<file path="config.mk">
export PLATFORM = sky130hd
export DESIGN_NAME = recip_serial_unit
export DESIGN_NICKNAME = d
export VERILOG_FILES = /design/src/rtl/recip_pkg.sv /design/src/rtl/recip_ctrl.sv /design/src/rtl/recip_datapath.sv /design/src/rtl/recip_serial_unit.sv
export SDC_FILE = /design/constraint.sdc
export NUM_CORES = 1
export LEC_CHECK = 0
export ABC_AREA = 1
export BUFFER_PORTS_ARGS = -buffer_cell sky130_fd_sc_hd__buf_2
export CELL_PAD_IN_SITES_DETAIL_PLACEMENT = 0
export CELL_PAD_IN_SITES_GLOBAL_PLACEMENT = 1
export CORE_ASPECT_RATIO = 1.4
export CORE_MARGIN = 1.5
export CORE_UTILIZATION = 35
export DETAILED_ROUTE_END_ITERATION = 10
export PLACE_DENSITY = 0.66
export SLEW_MARGIN = 20
export SYNTH_ARGS = -nofsm -noshare
export SYNTH_HDL_FRONTEND = slang
export SYNTH_HIERARCHICAL = 1
export SYNTH_SLANG_ARGS = --single-unit
</file>
<file path="constraint.sdc">
create_clock -name clk_i -period 3.1 [get_ports clk_i]
set_clock_uncertainty 0.05 [all_clocks]
set_input_delay 0.155 -clock clk_i [delete_from_list [all_inputs] [get_ports clk_i]]
set_output_delay 0.155 -clock clk_i [all_outputs]
set_load 0.02 [all_outputs]
</file>
<file path="src/rtl/recip_pkg.sv">
package recip_pkg;
  typedef enum logic {
    ST_IDLE = 1'b0,
    ST_RUN  = 1'b1
  } recip_state_e;
endpackage

</file>
<file path="src/rtl/recip_ctrl.sv">
module recip_ctrl
  import recip_pkg::*;
#(
  parameter int WIDTH = 8
) (
  input  logic clk_i,
  input  logic rst_ni,
  input  logic start_i,
  output logic load_o,
  output logic step_o,
  output logic done_o
);
  localparam int CNT_W = (WIDTH > 1) ? $clog2(WIDTH) : 1;
  localparam logic [CNT_W-1:0] LAST = CNT_W'(WIDTH - 1);

  recip_state_e     state_q;
  logic [CNT_W-1:0] cnt_q;

  assign load_o = (state_q == ST_IDLE) && start_i;
  assign step_o = (state_q == ST_RUN);

  always_ff @(posedge clk_i or negedge rst_ni) begin
    if (!rst_ni) begin
      state_q <= ST_IDLE;
      cnt_q   <= '0;
      done_o  <= 1'b0;
    end else begin
      done_o <= 1'b0;
      unique case (state_q)
        ST_IDLE: if (start_i) begin
          state_q <= ST_RUN;
          cnt_q   <= '0;
        end
        ST_RUN: begin
          if (cnt_q == LAST) begin
            state_q <= ST_IDLE;
            done_o  <= 1'b1;
          end else begin
            cnt_q <= cnt_q + CNT_W'(1);
          end
        end
        default: state_q <= ST_IDLE;
      endcase
    end
  end

  p_done_pulse_r8: assert property (@(posedge clk_i) disable iff (!rst_ni)
    done_o |=> !done_o);

  p_run_ignores_start_r7: assert property (@(posedge clk_i) disable iff (!rst_ni)
    (state_q == ST_RUN && cnt_q != LAST) |=>
      (state_q == ST_RUN && cnt_q == $past(cnt_q) + CNT_W'(1)));

  p_done_ends_run_r2: assert property (@(posedge clk_i) disable iff (!rst_ni)
    $rose(done_o) |-> ($past(state_q) == ST_RUN && $past(cnt_q) == LAST));
endmodule

</file>
<file path="src/rtl/recip_datapath.sv">
module recip_datapath #(
  parameter int WIDTH = 8
) (
  input  logic             clk_i,
  input  logic             rst_ni,
  input  logic             load_i,
  input  logic             step_i,
  input  logic [WIDTH-1:0] operand_i,
  output logic [WIDTH-1:0] approx_o
);
  localparam int PW = 2 * WIDTH;
  localparam logic [PW-1:0] FIX_ONE = {{(WIDTH-1){1'b0}}, 1'b1, {WIDTH{1'b0}}};

  logic [WIDTH-1:0] approx_q, bit_q;
  logic [PW-1:0]    run_q, part_q, trial_prod;
  logic             accept;

  // one added partial product replaces a full multiply per step
  assign trial_prod = run_q + part_q;
  assign accept     = (trial_prod <= FIX_ONE);
  assign approx_o   = approx_q;

  always_ff @(posedge clk_i or negedge rst_ni) begin
    if (!rst_ni) begin
      approx_q <= '0;
      run_q    <= '0;
      bit_q    <= '0;
      part_q   <= '0;
    end else if (load_i) begin
      approx_q <= '0;
      run_q    <= '0;
      bit_q    <= {1'b1, {(WIDTH-1){1'b0}}};
      part_q   <= {1'b0, operand_i, {(WIDTH-1){1'b0}}};
    end else if (step_i) begin
      if (accept) begin
        approx_q <= approx_q | bit_q;
        run_q    <= trial_prod;
      end
      bit_q  <= bit_q >> 1;
      part_q <= part_q >> 1;
    end
  end

  p_product_bound_r3: assert property (@(posedge clk_i) disable iff (!rst_ni)
    run_q <= FIX_ONE);

  p_approx_grows_r3: assert property (@(posedge clk_i) disable iff (!rst_ni)
    step_i |=> approx_q >= $past(approx_q));

  p_hold_idle_r6: assert property (@(posedge clk_i) disable iff (!rst_ni)
    (!step_i && !load_i) |=> $stable(approx_q));
endmodule

</file>
<file path="src/rtl/recip_serial_unit.sv">
module recip_serial_unit #(
  parameter int WIDTH = 8
) (
  input  logic             clk_i,
  input  logic             rst_ni,
  input  logic             start_i,
  input  logic [WIDTH-1:0] operand_i,
  output logic [WIDTH-1:0] result_o,
  output logic             done_o
);
  logic load, step;

  recip_ctrl #(.WIDTH(WIDTH)) u_ctrl (
    .clk_i  (clk_i),
    .rst_ni (rst_ni),
    .start_i(start_i),
    .load_o (load),
    .step_o (step),
    .done_o (done_o)
  );

  recip_datapath #(.WIDTH(WIDTH)) u_dp (
    .clk_i    (clk_i),
    .rst_ni   (rst_ni),
    .load_i   (load),
    .step_i   (step),
    .operand_i(operand_i),
    .approx_o (result_o)
  );

  p_reset_quiet_r1: assert property (@(posedge clk_i) disable iff (!rst_ni)
    $rose(rst_ni) |-> (!done_o && result_o == '0));
endmodule

</file>
Yosys cells after proc, flatten, opt, wreduce, memory -nomap -nowiden
Cells that the tools add are included.
W data, S select, Z words.
- bits in registers: 53
- bits of input ports: 11
- output and inout bits: 9
- logic and storage cells: 38
- add/subtract/negate cells: 2
- order comparisons: 1
- equality and inequality tests: 3
- mux-type cells: 18
- bitwise operators: 2
- reduce and logical (&&, ||, !) cells: 5
- operators by type and width (cell ; count):
    $mux W16 ; 5
    $mux W8 ; 5
    $add A16 B16 Y16 ; 1
    $le A16 B9 Y1 const B ; 1
    $or A8 B8 Y8 ; 1
    $mux W3 ; 2
    $pmux W3 S2 ; 1
    $mux W1 ; 4
    $ne A2 B2 Y1 const B ; 2
    $reduce_and A2 Y1 ; 2
    $reduce_bool A2 Y1 ; 2
    $add A3 B1 Y3 const B ; 1
    $eq A3 B3 Y1 const B ; 1
    $pmux W1 S2 ; 1
    $logic_and A1 B1 Y1 ; 1
    $not A1 Y1 ; 1

Logic depth before layout (Yosys ltp)
Gate-level depths: netlist of run 1.
- word-level depth: 5
- depth in mapped cells: 17
- mapped depth without buffers: 16

Hierarchy
Netlist of run 1, hierarchy kept.
- modules (own cells, without submodules) (module ; instances ; cells an instance ; area an instance (um^2) ; seq. area each (um^2)):
    recip_datapath ; 1 ; 402 ; 3017.9 ; 1176.1
    recip_ctrl ; 1 ; 26 ; 230.2 ; 125.1

Worst setup path after synthesis of run 1
Ideal clock, no wire load.
- path type: reg-to-reg
- start: register u_dp.run_q[0]
- end: register u_dp.approx_q[0] (netlist: u_dp/approx_o[0])
- setup time: 0.116 ns
- arrival time: 2.213 ns
- data required time: 2.934 ns
- slack: 0.721 ns
- cell stages (with the launch flop): 15
- buffers on the path: 1
- clock period less this slack: 2.379 ns
- cells stage by stage: dfrtp_1 -> ha_1 -> fa_1 -> or2_2 -> nor2_1 -> nand3_1 -> nor2_1 -> nand2_1 -> nand2_1 -> nand2_2 -> nor2_4 -> nand2_4 -> buf_8 -> nand3_2 -> nand2_2
- word-level cells in the longest chain between the ends: 4
- RTL lines (item ; RTL line ; source):
    from (decl) ; recip_datapath.sv:15 ; logic [PW-1:0] run_q, part_q, trial_prod;
    from (signal assigned) ; recip_datapath.sv:37 ; run_q <= trial_prod;
    $add A16 B16 Y16 ; recip_datapath.sv:19 ; assign trial_prod = run_q + part_q;
    $le A16 B9 Y1 ; recip_datapath.sv:20 ; assign accept = (trial_prod <= FIX_ONE);
    $reduce_bool A2 Y1 (no source line) ; n/a ;
    $reduce_and A2 Y1 (no source line) ; n/a ;
    to (signal assigned) ; recip_datapath.sv:36 ; approx_q <= approx_q | bit_q;
    to (decl) ; recip_datapath.sv:14 ; logic [WIDTH-1:0] approx_q, bit_q;
Every way passes these cells.
A chain may end at the register's enable or synchronous reset.

Worst setup path in the final report of run 1
- start: register u_dp.run_q[0]
- end: register u_dp.run_q[10]
- word-level cells in the longest chain between the ends: 4
- elaborated cells on any way between the ends: 7
- those cells by class: add/sub: 1; order compare: 1; mux: 3; reduce/logical: 2
- RTL lines (item ; RTL line):
    $add A16 B16 Y16 * ; recip_datapath.sv:19
    $le A16 B9 Y1 or $mux W16 (tied branches) ; recip_datapath.sv:20, recip_datapath.sv:35
    $reduce_bool A2 Y1 (no source line) or $mux W16 (tied branches) ; n/a
    $reduce_and A2 Y1 (no source line) or $mux W16 (tied branches) ; n/a
Mark *: on every way between the ends. The rest lies on a longest branch, timed or not. The select of a mux whose other input is x is not followed.

==> run metrics, run 1 <==
status completed; boundary pin count 20; critical path type reg -> reg; cell internal pwr ~1.8 mW; commonest non-fill, non-tap cells in the layout 124 x nand2_1, 64 x inv_1, 52 x dfrtp_1, 30 x o21ai_0, 29 x nand3_1; Clk pin slew, worst setup/hold paths approximately 0.070 ns; Iter 0 DRT Violations 86; vias in the first global route 2789; EDFF count, synth 0; maximum buffer depth of the clock tree 2; gpl congestion ~0.83; hold_buf cts 1; post-route ant nets 0; post-synthesis adder-cell area fraction under 10%; Remaining DRCs 0; initial antenna violation count 0; TritonCTS buffer count 5; Critical Path, Cell by Cell ha_1, fa_1, nand2_1, nand2_1, nand3_1, nand2_1, nand2_1, nand2_1, nor2_1, nand2_1, nand2_1, nand2_2, nor2_4, nand2_4, nand2_1, nor2_1; layout cells sized above 1 between 10% and 20%; worst slew pin tran approximately 0.66 ns; Rel. slew slack a little under three fifths; Sequential Power Share around a third; Starting Density around 36%; Max stage delay on crit path around 0.47 ns; HPWL after DPL roughly 6100 um; Sw Pwr ~1.6 mW; Setup Fix Bufs, Post-CTS 0; Worst setup SP type register; Vias 2661; Pre-antenna DRT Iters 4; TritonCTS clock tree done; complex-gate fraction of the synthesized area 8.94%; Row Count 41; WP data required between 3 and 4 ns; Die X-Extent between 80 and 90 um; Power, Total 3.41 mW; Post-synth top flop dfrtp_1; post-layout util 39.4%; post-synthesis register bit count 52; Peak Freq about 370 MHz; grt ovf 0; simple-gate portion of the synthesized area a little under a third; max-cap viol count 0; Post-Synth XOR/XNOR Area less than 1%; antenna cells 0; Clk pwr share between 10% and 20%; Mean Syn Cell Area approximately 7.6 sq um; hold crit path type in -> reg; Synth Instances 428; TNS Setup 0 ns; largest net degree at the start of global routing between 50 and 60; largest family of logic cells by synthesized area simple AND/OR/NAND/NOR gates; post-cts sizing count 0; die height 117 um; CP top delay family simple AND/OR/NAND/NOR gates; synth warn 6; area grow syn2layout 9.51%; Crit. End Element register; number of nets in the layout roughly 480; Lkg Pwr 1.95 nW; total die area 9880 sq um; synth unique cells 31; Layout Cell Area excl Fill about 3600 sq um; clk root buf clkbuf_16; Syn Std Cell Area 3250 sq um; WP buf/inv 0; asr flop ratio synth between 90% and 100%; worst vdd ir 0.461 mV; multiplexer share of the synthesized area less than 1%; Logic pwr share 51.5%; Final Max Slew Viols 0; RSZ-0062 raised after global routing false; IO buf count 19; DRT Wirelength between 7000 and 8000 um; Placed Area 3400 sq um; first-pass GRT wire length 13500 um; worst-skew pair later-pin latency 0.29 ns; Crit-path slowest cell fa_1; min Tclk post-route 2.73 ns; Seq/Total Area, Yosys roughly two fifths; Arrival @ worst endpoint 2.85 ns; H-Tree Depth 2; Avg Vias per Cell slightly below 5; commonest non-fill, non-tap cell in the layout nand2_1; Core Region between 9000 and 10000 sq um; filler cell count between 900 and 1k; Sw Share between 40% and 50%; Post-Syn Nets between 400 and 500; gr usage total between 10% and 20%; Cell Pwr Density about 960 nW/um^2; Worst path most repeated cell nand2_1; Hold Vio Cnt, Final 0; critical path fanouts, max 17; Clock Sinks between 50 and 60; Setup Viol. Count Final 0; final period utilization 88.0%; Avg WL per Cell approximately 14 um
per-layer routing:
layer  share of wire, %  global-route usage, %  vias up  wire (um)
met5                  0                      0        -          0
met4                2.4                   7.10        0        192
met3                1.7                   2.24       13        136
met2                 52                   32.5       31       4100
met1                 44                   20.5     1212       3510
li1                   -                      -     1405          -
registers in the layout, summed over array words and instances, names as in the netlist:
| name | flops |
|---|---|
| u_dp/part_q | 15 |
| u_ctrl/cnt_q | 3 |
| u_dp/bit_q | 8 |
| u_ctrl/done_o | 1 |
| u_dp/run_q | 16 |
| u_ctrl/step_o | 1 |
| u_dp/approx_o | 8 |
synth_stat cells (3+ instances only):
cell,count,share of area (%)
a21oi_1,13,2.0
buf_6,3,1.0
clkbuf_1,5,0.58
dfrtp_1,52,40
ha_1,17,6.5
inv_1,64,7.4
nand2_1,124,14
nand2_2,7,1.3
nand3_1,29,4.5
nand3_2,12,3.7
nand4_1,15,2.9
nor2_1,26,3.0
o21ai_0,30,4.6
o22ai_1,7,1.3
path summary, 6_finish.rpt:
kind	from	slack (ns)	cells past startpoint	end
max in group asynchronous	rst_ni	2.08	3	u_dp/part_q[6]$_DFFE_PN0P_
min reg2reg	u_dp/approx_o[1]$_DFFE_PN0P_	0.43	2	u_dp/approx_o[1]$_DFFE_PN0P_
max reg2reg	u_dp/run_q[0]$_DFFE_PN0P_	0.37	16	u_dp/run_q[10]$_DFFE_PN0P_
min	operand_i[7]	0.03	3	u_dp/part_q[14]$_DFFE_PN0P_
max	u_dp/run_q[0]$_DFFE_PN0P_	0.37	16	u_dp/run_q[10]$_DFFE_PN0P_
min in group asynchronous	rst_ni	0.48	3	u_dp/bit_q[2]$_DFFE_PN0P_
metrics by stage:
step	hold slack, ns	std cells	setup slack [ns]
floorplan	-0.191	428	0.721
global placement	0.261	545	0.408
detailed placement	0.267	545	0.365
CTS	0.0227	554	0.345
global route	0.0549	554	0.0920
finish	0.0257	554	0.371
kinds of logic (layout without fill, tap and decap cells):
kind of cell / count (synthesis) / count (layout)
flops: 52 / 52
compound gates: 54 / 54
simple gates: 222 / 222
mux: 1 / 1
fa+ha+maj: 18 / 18
buf+inv: 79 / 98
xor+xnor: 2 / 2
final cells by class:
| class | instances | area (sq um) | area share [%] |
|---|---|---|---|
| tap | 107 | 134 | 3.76 |
| multi-input combinational | 297 | 1590 | 44.7 |
| timing repair buffer | 24 | 135 | 3.80 |
| inverter | 66 | 248 | 6.96 |
| sequential | 52 | 1300 | 36.6 |
| clock buffer | 7 | 143 | 4.01 |
| clock inverter | 1 | 7.51 | 0.211 |
tightest hold or removal path: stages:
cell	delay, ns
buf_2	0.08
nand2_1	0.04
o21ai_0	0.06
power by group through the flow:
stage	clock, mW	sequential [mW]	combinational, mW
2_1_floorplan	0	1.09	1.36
3_3_place_gp	0	1.11	1.79
3_5_place_dp	0	1.11	1.78
4_1_cts	0.577	1.10	1.79
5_1_grt	0.598	1.13	2.03
6_report	0.557	1.10	1.76
(Power assumes the default switching activity.)
==> run 2: changes to the inputs <==
--- a/config.mk
+++ b/config.mk
@@ -5,7 +5,7 @@
 export SDC_FILE = /design/constraint.sdc
 export NUM_CORES = 1
 export LEC_CHECK = 0
-export ABC_AREA = 1
+export ABC_AREA = 0
 export BUFFER_PORTS_ARGS = -buffer_cell sky130_fd_sc_hd__buf_2
 export CELL_PAD_IN_SITES_DETAIL_PLACEMENT = 0
 export CELL_PAD_IN_SITES_GLOBAL_PLACEMENT = 1
@@ -13,9 +13,10 @@
 export CORE_MARGIN = 1.5
 export CORE_UTILIZATION = 35
 export DETAILED_ROUTE_END_ITERATION = 10
-export PLACE_DENSITY = 0.66
+export PLACE_DENSITY = 0.63
 export SLEW_MARGIN = 20
 export SYNTH_ARGS = -nofsm -noshare
 export SYNTH_HDL_FRONTEND = slang
 export SYNTH_HIERARCHICAL = 1
 export SYNTH_SLANG_ARGS = --single-unit
+export TNS_END_PERCENT = 50
==> run metrics, run 2 <==
status complete, but fails checks; failing checks negative setup slack; min Tclk post-route approximately 3.1 ns; Seq/Total Area, Yosys 43.4%; Starting Density about 36%; Lkg Pwr approximately 1.7 nW; asr flop ratio synth 100%; WP buf/inv 1; Syn Std Cell Area 3000 sq um; Clk pin slew, worst setup/hold paths 0.08 ns; Final WS setup -0.0411 ns; Worst setup SP type register; EDFF count, synth 0; filler cell count roughly 800; post-synthesis register bit count 52; critical path type reg -> reg; number of nets in the layout between 300 and 400; Hold Vio Cnt, Final 0; Post-synth top flop dfrtp_1; commonest non-fill, non-tap cells in the layout 52 x dfrtp_1, 29 x nand2_1, 28 x nor2_1, 26 x mux2i_1, 19 x buf_2; hold crit path type in -> reg; Critical Path, Cell by Cell ha_4, fa_2, a21o_1, a221oi_4, nor3_2, or4_1, a2111o_1, nor4_4, buf_6, mux2_2; TritonCTS buffer count 5; Iter 0 DRT Violations 90; Hold Startpoint operand_i[2]; commonest non-fill, non-tap cell in the layout dfrtp_1; max reg flops 16; hold path depth 3; final period utilization 101%; Synth area leader dfrtp_1; Crit-path slowest cell dfrtp_1; HPWL after DPL roughly 4800 um; maximum buffer depth of the clock tree 2; Core Region 8250 sq um; worst reg2reg path endpoint u_dp/run_q[2]$_DFFE_PN0P_; antenna cells 0; FF-to-FF setup slack -0.04 ns; die height about 110 um; Rel. slew slack 63.7%; H-Tree Depth 2; Clock Sinks 52; Yosys top cell area share between 40% and 50%; wl on met1 a little over 3000 um; largest reg by FF count u_dp/run_q; Remaining DRCs 0; first-pass GRT wire length 11200 um; Crit. End Element register; Post-Syn Nets 325; Peak Freq approximately 320 MHz; gr usage total 16.0%; layout cells sized above 1 17.4%; worst-skew pair later-pin latency approximately 0.30 ns; total die area 9130 sq um; Largest regs u_dp/run_q (16), u_dp/part_q (15); TritonCTS clock tree done; Die X-Extent 81.2 um; synth unique cells 48; cell depth of the worst flop-to-flop path 10; vias in the first global route 2270; Final Max Slew Viols 0; gpl congestion around 0.85; met3 WL approximately 170 um; reg2reg start u_dp/run_q[0]$_DFFE_PN0P_; IO buf count 19; RSZ-0062 raised after global routing true; grt ovf 0; Synth Instances 296; largest cells by area after synthesis dfrtp_1 43%, mux2i_1 8.7%, ha_1 7.1%; post-layout util a little over two fifths; max-cap viol count 0; metal2 WL about 3400 um; post-route ant nets 0; WP data required 3.23 ns; Post-synth top cells 52 x dfrtp_1, 29 x nand2_1, 28 x nor2_1; critical path fanouts, max 8; synth warn 6; TNS Setup -0.266 ns; Avg Vias per Cell 5.28; Power, Total 3.16 mW; clk root buf clkbuf_16; Avg WL per Cell 15.7 um; Vias between 2k and 2.5k; top routing layer used met4; largest net degree at the start of global routing 56; Arrival @ worst endpoint between 3 and 4 ns; Setup Viol. Count Final 13; worst vdd ir approximately 0.52 mV; most numerous cell in the Yosys netlist dfrtp_1; Cell Pwr Density ~910 nW/um^2; Mean Syn Cell Area between 10 and 15 sq um; Pre-antenna DRT Iters 5; area grow syn2layout 16.5%; DRT Wirelength 6720 um; boundary pin count 20; Max stage delay on crit path between 0.4 and 0.5 ns; CP top delay family compound AO/OA/AOI/OAI gates; hold worst-path end u_dp/part_q[9]$_DFFE_PN0P_; Row Count 39; initial antenna violation count 0; worst slew pin tran 0.545 ns
[run 2: cell count changes in the layout (fill, tap and decap cells not counted), moves of 13 or more]
cell | previous run | this run
inv_1 | 64 | 3
mux2i_1 | 0 | 26
nand2_1 | 124 | 29
nand3_1 | 29 | 3
nand4_1 | 15 | 2
nor2b_1 | 0 | 14
[run 2: per-stage QoR]
step	cells	setup WS (ns)	hold slack [ns]	area (sq um)
after CTS	428	-0.0299	0.00414	3470
after detailed placement	415	-0.0522	0.134	3270
after global routing	429	-0.204	0.00874	3490
final	429	-0.0411	0.00985	3490
after global placement	415	-0.0298	0.132	3270
after floorplan	296	-0.131	-0.191	3010
[run 2: repair_timing]
item	4_1_cts	5_1_grt
gates resized for setup	2	2
setup endpoints to repair	22	24
cloned	0	0
hold buffers	2	0
buffers inserted	3	1
hold endpoints to repair	20	0
pin swaps	0	2
[run 2: worst min-delay path: cells and delay by family]
kind,cells,cell delay (ns)
buffers and inverters,1,0.07
AOI/OAI and AO/OA,1,0.06
and+or+nand+nor,1,0.04
[run 2: how the worst max path moves through the flow]
stage,startpoint,cells after the start,slack (ns),to
global placement,u_dp/part_q[0]$_DFFE_PN0P_,10,-0.03,u_dp/run_q[2]$_DFFE_PN0P_
detailed placement,u_dp/run_q[1]$_DFFE_PN0P_,9,-0.05,u_dp/run_q[2]$_DFFE_PN0P_
finish,u_dp/run_q[0]$_DFFE_PN0P_,10,-0.04,u_dp/run_q[2]$_DFFE_PN0P_
CTS,u_dp/part_q[0]$_DFFE_PN0P_,10,-0.03,u_dp/run_q[2]$_DFFE_PN0P_
floorplan,u_dp/part_q[0]$_DFFE_PN0P_,10,-0.13,u_dp/run_q[8]$_DFFE_PN0P_
global route,u_dp/run_q[0]$_DFFE_PN0P_,10,-0.20,u_dp/run_q[5]$_DFFE_PN0P_
[run 2: cell families (layout without fill, tap and decap cells)]
kind of cell    count (synthesis)  count (layout)  synth area share [%]
xor+xnor                        9               9                  2.63
simple gates                  101             101                  17.3
compound gates                 64              64                  14.8
mux                            33              33                  11.3
flops                          52              52                  43.4
buf+inv                        19              50                  2.76
fa+ha+maj                      18              18                  7.77
[run 2: where the power goes]
| group | total (mW) | leakage [nW] | internal, mW | switching (mW) |
|---|---|---|---|---|
| logic | 1.53 | 0.975 | 0.688 | 0.842 |
| clock network | 0.571 | 0.0719 | 0.307 | 0.265 |
| registers | 1.06 | 0.696 | 0.897 | 0.165 |
[run 2: layer usage]
layer	vias to the layer above	GRT usage, %
met2	28	26.0
met1	1108	20.8
li1	1121	-
met5	-	0
met4	0	6.55
met3	9	2.68
[run 2: cell type report]
class | instances | area [sq um] | area share (%)
timing repair buffer | 38 | 250 | 7.17
sequential | 52 | 1300 | 37.3
clock buffer | 5 | 125 | 3.59
clock inverter | 3 | 27.5 | 0.789
tap | 102 | 128 | 3.66
inverter | 4 | 15.0 | 0.430
multi-input combinational | 225 | 1640 | 47.1
